**config.mk**
```make
export PLATFORM = sky130hd
export DESIGN_NAME = rtc_periodic_irq
export DESIGN_NICKNAME = d
export VERILOG_FILES = /design/src/rtl/rtc_periodic_irq.sv
export SDC_FILE = /design/constraint.sdc
export NUM_CORES = 1
export LEC_CHECK = 0
export ABC_AREA = 1
export BUFFER_PORTS_ARGS = -buffer_cell sky130_fd_sc_hd__buf_2
export CAP_MARGIN = 20
export CORE_MARGIN = 1.5
export CORE_UTILIZATION = 30
export CTS_BUF_LIST = sky130_fd_sc_hd__clkbuf_4
export CTS_CLUSTER_DIAMETER = 100
export CTS_CLUSTER_SIZE = 10
export DETAILED_ROUTE_END_ITERATION = 10
export SYNTH_ARGS = -nofsm -noshare
export SYNTH_HDL_FRONTEND = slang
export SYNTH_SLANG_ARGS = --single-unit
```
**constraint.sdc**
```tcl
create_clock -name clk -period 2 [get_ports clk]
set_input_delay 0.1 -clock clk [delete_from_list [all_inputs] [get_ports clk]]
set_output_delay 0.1 -clock clk [all_outputs]
set_load 0.02 [all_outputs]
```
**src/rtl/rtc_periodic_irq.sv**
```systemverilog
module rtc_periodic_irq #(
  parameter int RATE_W = 4
) (
  input  logic              clk,
  input  logic              rst_n,
  input  logic              tick,
  input  logic [RATE_W-1:0] rate_sel,
  input  logic [6:3]        ctrl_en,
  input  logic              alarm_evt,
  input  logic              upd_evt,
  input  logic              flag_rd,
  output logic [7:0]        flags,
  output logic              irq,
  output logic              sqw
);
  localparam int DIV_W = (1 << RATE_W) - 2;

  logic [DIV_W-1:0]  div_q;
  logic [RATE_W-1:0] eff_code;
  logic [RATE_W-1:0] shift_amt;
  logic [DIV_W:0]    span;
  logic [DIV_W-1:0]  mask;
  logic [DIV_W-1:0]  half;
  logic              rate_on;
  logic              per_evt;
  logic              pf_q, af_q, uf_q;
  logic              summary;

  always_comb begin
    case (rate_sel)
      RATE_W'(1): eff_code = RATE_W'(8);
      RATE_W'(2): eff_code = RATE_W'(9);
      default:    eff_code = rate_sel;
    endcase
  end

  assign rate_on   = (rate_sel != '0);
  assign shift_amt = eff_code - RATE_W'(1);
  assign span      = (DIV_W+1)'(1) << shift_amt;
  assign mask      = DIV_W'(span - (DIV_W+1)'(1));
  assign half      = DIV_W'(span >> 1);
  assign per_evt   = tick && rate_on && ((div_q & mask) == mask);

  always_ff @(posedge clk) begin
    if (!rst_n)    div_q <= '0;
    else if (tick) div_q <= div_q + DIV_W'(1);
  end

  always_ff @(posedge clk) begin
    if (!rst_n) begin
      pf_q <= 1'b0;
      af_q <= 1'b0;
      uf_q <= 1'b0;
    end else begin
      pf_q <= per_evt   | (pf_q & ~flag_rd);
      af_q <= alarm_evt | (af_q & ~flag_rd);
      uf_q <= upd_evt   | (uf_q & ~flag_rd);
    end
  end

  assign summary = |({pf_q, af_q, uf_q} & ctrl_en[6:4]);
  assign flags   = {summary, pf_q, af_q, uf_q, 4'b0000};
  assign irq     = summary;
  assign sqw     = ctrl_en[3] && rate_on && |(div_q & half);

  AST_PER_SETS:   assert property (@(posedge clk) disable iff (!rst_n) per_evt |=> flags[6]);
  AST_ZERO_RATE:  assert property (@(posedge clk) disable iff (!rst_n) (rate_sel == '0 && !flags[6]) |=> !flags[6]);
  AST_ALARM_SETS: assert property (@(posedge clk) disable iff (!rst_n) alarm_evt |=> flags[5]);
  AST_UPD_SETS:   assert property (@(posedge clk) disable iff (!rst_n) upd_evt |=> flags[4]);
  AST_RD_CLEARS:  assert property (@(posedge clk) disable iff (!rst_n) (flag_rd && !alarm_evt) |=> !flags[5]);
  AST_IRQ_CAUSE:  assert property (@(posedge clk) disable iff (!rst_n) irq |-> (flags[6:4] != 3'b000));
  AST_SQW_OFF:    assert property (@(posedge clk) disable iff (!rst_n) (rate_sel == '0) |-> !sqw);
endmodule

```
# Word level (Yosys, flattened, before mapping)
# Index checks and enable logic that the tools add are counted.
[word_totals]
output_inout_bits = 10
ff_bits = 17
[classes]
n_reduce_logical = 7
shifts = 1
n_eq_ne = 3
n_bitwise = 10
mux = 1
addsub = 3
[op_table]
columns = ["operator", "count"]
rows = [
  ["AND 14 bit", 2],
  ["<< shifter 1 x 4 -> 15 bit, first input constant", 1],
  ["adder 14 x 1 -> 14 bit, second input constant", 1],
  ["equality test 14 bit", 1],
  ["OR reduction 14 bit", 1],
  ["subtractor 14 x 1 -> 14 bit, second input constant", 1],
  ["one-hot mux 4 bit (2 select lines)", 1],
  ["equality test 4 x 1 -> 1 bit, second input constant", 1],
  ["equality test 4 x 2 -> 1 bit, second input constant", 1],
  ["logical AND 1 bit", 4],
  ["nonzero test 4 bit", 1],
  ["subtractor 4 x 1 -> 4 bit, second input constant", 1],
  ["AND 1 bit", 3],
  ["AND 3 bit", 1],
  ["bitwise OR 1 bit", 3],
  ["OR reduction 3 bit", 1],
  ["inverter 1 bit", 1],
]

# Longest topological paths before layout
# Gate-level depths: netlist (run 1).
[depth]
depth_word = 9
ltp_mapped = 13
depth_no_buf = 12

# Least setup slack after synthesis (run 1)
# OpenSTA, ideal clock, no wires.
[synth_timing]
path_kind = "register to register"
from = "register div_q[0]"
to = "register div_q[13]"
path_stages_with_launch = 9
period_less_slack_ns = 1.321
required_time_ns = 1.930
path_buffers = 0
path_slack_ns = 0.679
t_arrival_ns = 1.251
path_cell_list = "dfxtp_1 > nand3_1 > nor2_1 > nand4_1 > nor2_2 > nand4_1 > nor2_1 > o21ai_0 > a21oi_1"
[synth_via]
elab_chain_cells = 1
[synth_rtl]
columns = ["element", "line", "source"]
rows = [
  ["start, declared", "18", "logic [DIV_W-1:0] div_q;"],
  ["start signal, assigned", "46", "else if (tick) div_q <= div_q + DIV_W'(1);"],
  ["adder 14 x 1 -> 14 bit", "46", ""],
]
# No other way between the ends.
# A chain may end at the register's enable or synchronous reset.

# Worst setup path after layout (run 1)
[layout_timing]
from = "register div_q[10]"
to = "output sqw"
[layout_via]
elab_chain_cells = 3
[layout_rtl]
columns = ["element", "line", "source"]
rows = [
  ["AND 14 bit", "64", "assign sqw = ctrl_en[3] && rate_on && |(div_q & half);"],
  ["OR reduction 14 bit", "64", ""],
  ["logical AND 1 bit", "64", ""],
  ["end, declared", "14", "output logic sqw"],
]
# No other way between the ends.

==> flow_summary.json, run 1 <==
{
  "clock_skew_ns": 0.00214,
  "cp-start-kind": "flop",
  "grt_pass1_wl_um": 5780,
  "clock_latency_ns": 0.28,
  "end_kind": "output pin",
  "post_dp_cell_area_um2": 1580,
  "rows": 25,
  "fin_util": 0.341,
  "fin_hold_ws_ns": 0.0212,
  "dpl.cell_count": 318,
  "portBuffers": 19,
  "finalHoldViolCount": 0,
  "antenna_found_initial": 0,
  "ios": 24,
  "period_minus_slack_ns": 1.60,
  "dp_slack_ns": 0.490,
  "die-area_um2": 5360,
  "hpwl_um": 2850,
  "cts_tree": "yes",
  "layout-drive-gt1-share": 0.204,
  "cts_resized": 0,
  "num_vias": 1494,
  "irDropWorstVdd_mv": 0.227,
  "hp-class": "primary input to flop",
  "postSynthRegisterBits": 17,
  "crit_fanout": 5,
  "crit_buf_inv": 2,
  "crit_arrival_ns": 1.50,
  "drtIter0Drc": 155,
  "wl_um": 3440,
  "syn_to_final_growth_pct": 9.06,
  "cp_top_family": "compound AO/OA/AOI/OAI gates",
  "cts_buffers": 3,
  "start_util": 0.313,
  "max_freq_ghz": 0.625,
  "p_leak_nw": 0.707,
  "switching_power_mw": 0.224,
  "crit_path_top_delay_cell": "dfxtp_1",
  "core_um2": 4720,
  "place.gp.congestion": 0.857,
  "p_clk_frac": 0.272,
  "rsz0062_at_grt": "no",
  "combPwrFrac": 0.238,
  "dr.pass1.iters": 4,
  "finalWorstSetupSlack_ns": 0.400,
  "ff_latch_area_um2": 340,
  "postRouteAntennaNets": 0,
  "ys_types": 26,
  "p_total_mw": 0.717,
  "finalCritPeriodShare": 0.800,
  "p_sw_frac": 0.313,
  "cts_hold_buf": 0,
  "clock-root-buffer": "clkbuf_4",
  "post-cts-setup-buffers": 0,
  "fin_nets": 272,
  "status": "completed",
  "final_max_slew_viol_count": 0,
  "cap_violations": 0,
  "fin_cells": 322,
  "crit_path_max_incr_delay_ns": 0.33,
  "wire_per_inst_um": 10.7,
  "p_seq_frac": 0.490,
  "die_h_um": 73.2,
  "numClockSinks": 17,
  "critPathRequiredTime_ns": 1.90,
  "dieWidth_um": 73.2,
  "fillerInstances": 527,
  "design_area_um2": 1610,
  "avgSynthCellArea_um2": 6.16,
  "drc": 0,
  "grt_max_degree": 12,
  "tns_ns": 0,
  "clockBufferDepth": 2,
  "grt_overflow": 0,
  "multi_input_area_um2": 927,
  "grtUsageTotal": 0.136,
  "worstPathCellList": "inv_1 -> o22ai_1 -> nor2_1 -> o2111ai_1 -> o21a_1 -> buf_2",
  "internal_power_mw": 0.492,
  "clk_transition_reported_paths_ns": 0.10,
  "powerDensity_nw_per_um2": 445,
  "yosysWarnings": 0,
  "setup-violations-final": 0,
  "avgViaCountPerCell": 4.64,
  "grt_pass1_vias": 1267,
  "n_antenna_cell": 0,
  "cts.htree.levels": 1,
  "syn_area_um2": 1480,
  "yosysSeqAreaShare": 0.230,
  "crit_type": "flop to output pin",
  "synthCells": 240
}
==> state kept, by name, indices dropped and copies added (netlist names) <==
name   flops
af_q       1
div_q     14
pf_q       1
uf_q       1
==> cell usage after synthesis (all sizes together) <==
cell type,instances,share of area
a21oi,17,0.060
buf,11,0.058
clkbuf,1,0.0025
conb,2,0.0051
dfxtp,17,0.23
ha,2,0.017
inv,36,0.091
nand2,56,0.16
nand3,21,0.095
nand4,9,0.048
nor2,41,0.13
nor3,9,0.030
o2111ai,2,0.012
o21a,1,0.0051
o21ai,13,0.044
o22ai,2,0.0085
==> logic make-up (layout without fill, tap and decap cells) <==
group                    count (synthesis)  in the layout  share of synthesized area
adder cells (fa/ha/maj)                  2              2                     0.0169
flip-flops                              17             17                      0.230
other                                    2              6                    0.00508
buffers and inverters                   48             59                      0.152
AND/OR/NAND/NOR                        136            136                      0.466
AO/OA/AOI/OAI                           35             35                      0.130
==> layer usage <==
| layer | GRT usage | wire length (um) | vias up |
|---|---|---|---|
| met3 | 0.0290 | 129 | 0 |
| met5 | 0 | 0 | - |
| met2 | 0.225 | 1670 | 24 |
| li1 | - | - | 792 |
| met1 | 0.186 | 1640 | 678 |
| met4 | 0.0126 | 0 | 0 |
==> layout by cell type, fill, tap and decap left out, types with 2 or more instances in the layout <==
master and instances:
a21oi_1 16, buf_2 19, clkbuf_4 4, conb_1 6, dfxtp_1 17, ha_1 2
inv_1 30, inv_2 6, nand2_1 49, nand2_2 5, nand2_4 2, nand3_1 17
nand3_2 2, nand3_4 2, nand4_1 8, nor2_1 31, nor2_2 7, nor2_4 3
nor3_1 9, o2111ai_1 2, o21ai_0 13, o22ai_1 2
==> path summary, 6_finish.rpt <==
kind | startpoint | end | slack, ns | cells past startpoint
min | upd_evt | uf_q | 0.02 | 3
max reg2reg | div_q[0] | div_q[13] | 0.49 | 8
min reg2reg | div_q[13] | div_q[13] | 0.48 | 1
max | div_q[10] | sqw | 0.40 | 6
==> power by group through the flow <==
| stage | clock, mW | combinational (mW) | sequential, mW |
|---|---|---|---|
| after global routing | 0.222 | 0.192 | 0.353 |
| after global placement | 0 | 0.168 | 0.359 |
| after CTS | 0.204 | 0.169 | 0.351 |
| after detailed placement | 0 | 0.169 | 0.359 |
| after floorplan | 0 | 0.143 | 0.358 |
| final | 0.195 | 0.170 | 0.351 |
==> worst min-delay path: stages <==
cell and delay, ns:
buf_2 0.08, a21oi_1 0.03, nor2_1 0.07
==> final cells by class <==
cell class / instances / area share
multi-input combinational: 179 / 0.575
timing repair buffer: 19 / 0.0590
sequential: 17 / 0.211
inverter: 36 / 0.0839
clock buffer: 4 / 0.0186
tap: 67 / 0.0520
(Power assumes the default switching activity.)
==> inputs of run 2 (changes only) <==
==> constraint.sdc (replaced) <==
create_clock -name clk -period 1.4 [get_ports clk]
set_input_delay 0.07 -clock clk [delete_from_list [all_inputs] [get_ports clk]]
set_output_delay 0.07 -clock clk [all_outputs]
set_load 0.02 [all_outputs]
==> run 2 against run 1 <==
  * The flow now finishes with violations (setup timing)
  * Routed wire length increased by 14%
  * Sequential cell count unchanged
  * Global-route usage increased by 1.5 points
  * Largest cell class unchanged
==> flow_summary.json, run 2 (synthesis gave the netlist of run 1 again) <==
{
  "setup-violations-final": 2,
  "clockBufferDepth": 2,
  "layout-drive-gt1-share": 0.406,
  "rows": 25,
  "period_minus_slack_ns": 1.48,
  "powerDensity_nw_per_um2": 542,
  "finalCritPeriodShare": 1.05,
  "critPathRequiredTime_ns": 1.62,
  "avgViaCountPerCell": 4.56,
  "crit_arrival_ns": 1.70,
  "cap_violations": 0,
  "grt_pass1_wl_um": 6420,
  "max_freq_ghz": 0.678,
  "die_h_um": 73.2,
  "p_leak_nw": 0.872,
  "dieWidth_um": 73.2,
  "clock-root-buffer": "clkbuf_4",
  "portBuffers": 19,
  "ios": 24,
  "cts_tree": "yes",
  "start_util": 0.313,
  "antenna_found_initial": 0,
  "cp-start-kind": "flop",
  "core_um2": 4720,
  "most-common-layout-cells": "nand2_1 (48), buf_4 (27), inv_1 (24), nor2_1 (24), buf_2 (18)",
  "tns_ns": -0.146,
  "postRouteAntennaNets": 0,
  "fin_nets": 303,
  "end_kind": "flop",
  "wire_per_inst_um": 11.1,
  "hp-class": "primary input to flop",
  "wl_um": 3920,
  "num_vias": 1608,
  "crit_type": "flop to flop",
  "finalWorstSetupSlack_ns": -0.0758,
  "numClockSinks": 17,
  "fin_hold_ws_ns": 0.0482,
  "hpwl_um": 3010,
  "grtUsageTotal": 0.151,
  "p_total_mw": 1.06,
  "status": "complete, but fails checks",
  "grt_overflow": 0,
  "design_area_um2": 1960,
  "rsz0062_at_grt": "yes",
  "fillerInstances": 510,
  "die-area_um2": 5360,
  "largest_register_ffs": 14,
  "regMostFlops": "div_q",
  "place.gp.congestion": 0.860,
  "layout_commonest_cell": "nand2_1",
  "clock_skew_ns": 0.00523,
  "irDropWorstVdd_mv": 0.233,
  "finalHoldViolCount": 0,
  "final_max_slew_viol_count": 0,
  "crit_fanout": 5,
  "dr.pass1.iters": 4,
  "violations": "setup timing",
  "n_antenna_cell": 0,
  "clk_transition_reported_paths_ns": 0.10,
  "grt_pass1_vias": 1427,
  "drc": 0,
  "fin_util": 0.416,
  "cts_buffers": 3,
  "post_dp_cell_area_um2": 1770,
  "grt_max_degree": 12,
  "drtIter0Drc": 108,
  "syn_to_final_growth_pct": 32.9,
  "cts.htree.levels": 1,
  "clock_latency_ns": 0.29
}
run 2: cell types whose count changed in the layout (fill, tap and decap cells not counted), moves of 5 or more:
cell and change:
buf_4 +27, o21ai_0 -6, inv_1 -6, o21ai_1 +5
nor2_1 -7, dfxtp_1 -12, nor2_2 +5, inv_2 +6
dfxtp_2 +9
run 2: per-layer routing:
| metal | global-route usage | vias to the layer above | routed length, um |
|---|---|---|---|
| met1 | 0.197 | 729 | 1820 |
| met4 | 0.0126 | 0 | 0 |
| met2 | 0.260 | 22 | 1990 |
| met5 | 0 | - | 0 |
| met3 | 0.0373 | 0 | 117 |
| li1 | - | 857 | - |
run 2: layout make-up:
class | instances | area [um^2] | area share
Multi-Input combinational cell | 179 | 1010 | 0.513
Tap cell | 67 | 83.8 | 0.0427
Clock buffer | 3 | 22.5 | 0.0115
Inverter | 36 | 135 | 0.0688
Sequential cell | 17 | 363 | 0.185
Timing Repair Buffer | 50 | 347 | 0.177
Clock inverter | 1 | 5.00 | 0.00255
run 2: repair_timing:
item / 4_1_cts / 5_1_grt
cloned: 0 / 0
gates resized for setup: 18 / 33
buffers inserted: 1 / 4
endpoints found under the setup margin: 6 / 9
pin swaps: 7 / 17
hold buffers: 2 / 0
hold endpoints to repair: 2 / 0
run 2: through the flow:
step / worst slack [ns] / std cells
final: -0.0758 / 353
after global routing: -0.217 / 353
after CTS: -0.0971 / 349
after detailed placement: -0.0864 / 343
after global placement: -0.0357 / 343
after floorplan: 0.0792 / 244
run 2: worst paths after layout:
path                    end  slack [ns]  cells after the start      start
setup reg to reg  div_q[13]       -0.08                      8   div_q[0]
hold / removal         pf_q        0.05                      4    flag_rd
setup / recovery  div_q[13]       -0.08                      8   div_q[0]
hold reg to reg   div_q[13]        0.45                      1  div_q[13]
run 2: power breakdown:
group / internal, mW / switching [mW] / leakage [nW]
clock: 0.106 / 0.159 / 0.0177
combinational: 0.117 / 0.179 / 0.709
sequential: 0.491 / 0.0120 / 0.145
run 2: worst max-delay path: stages (launching register included):
cell     delay (ns)
dfxtp_4        0.39
nand3_4        0.09
nor2_4         0.11
nand4_1        0.13
nor2_2         0.16
nand4_1        0.13
nor2_2         0.16
o21ai_1        0.08
a21oi_1        0.14
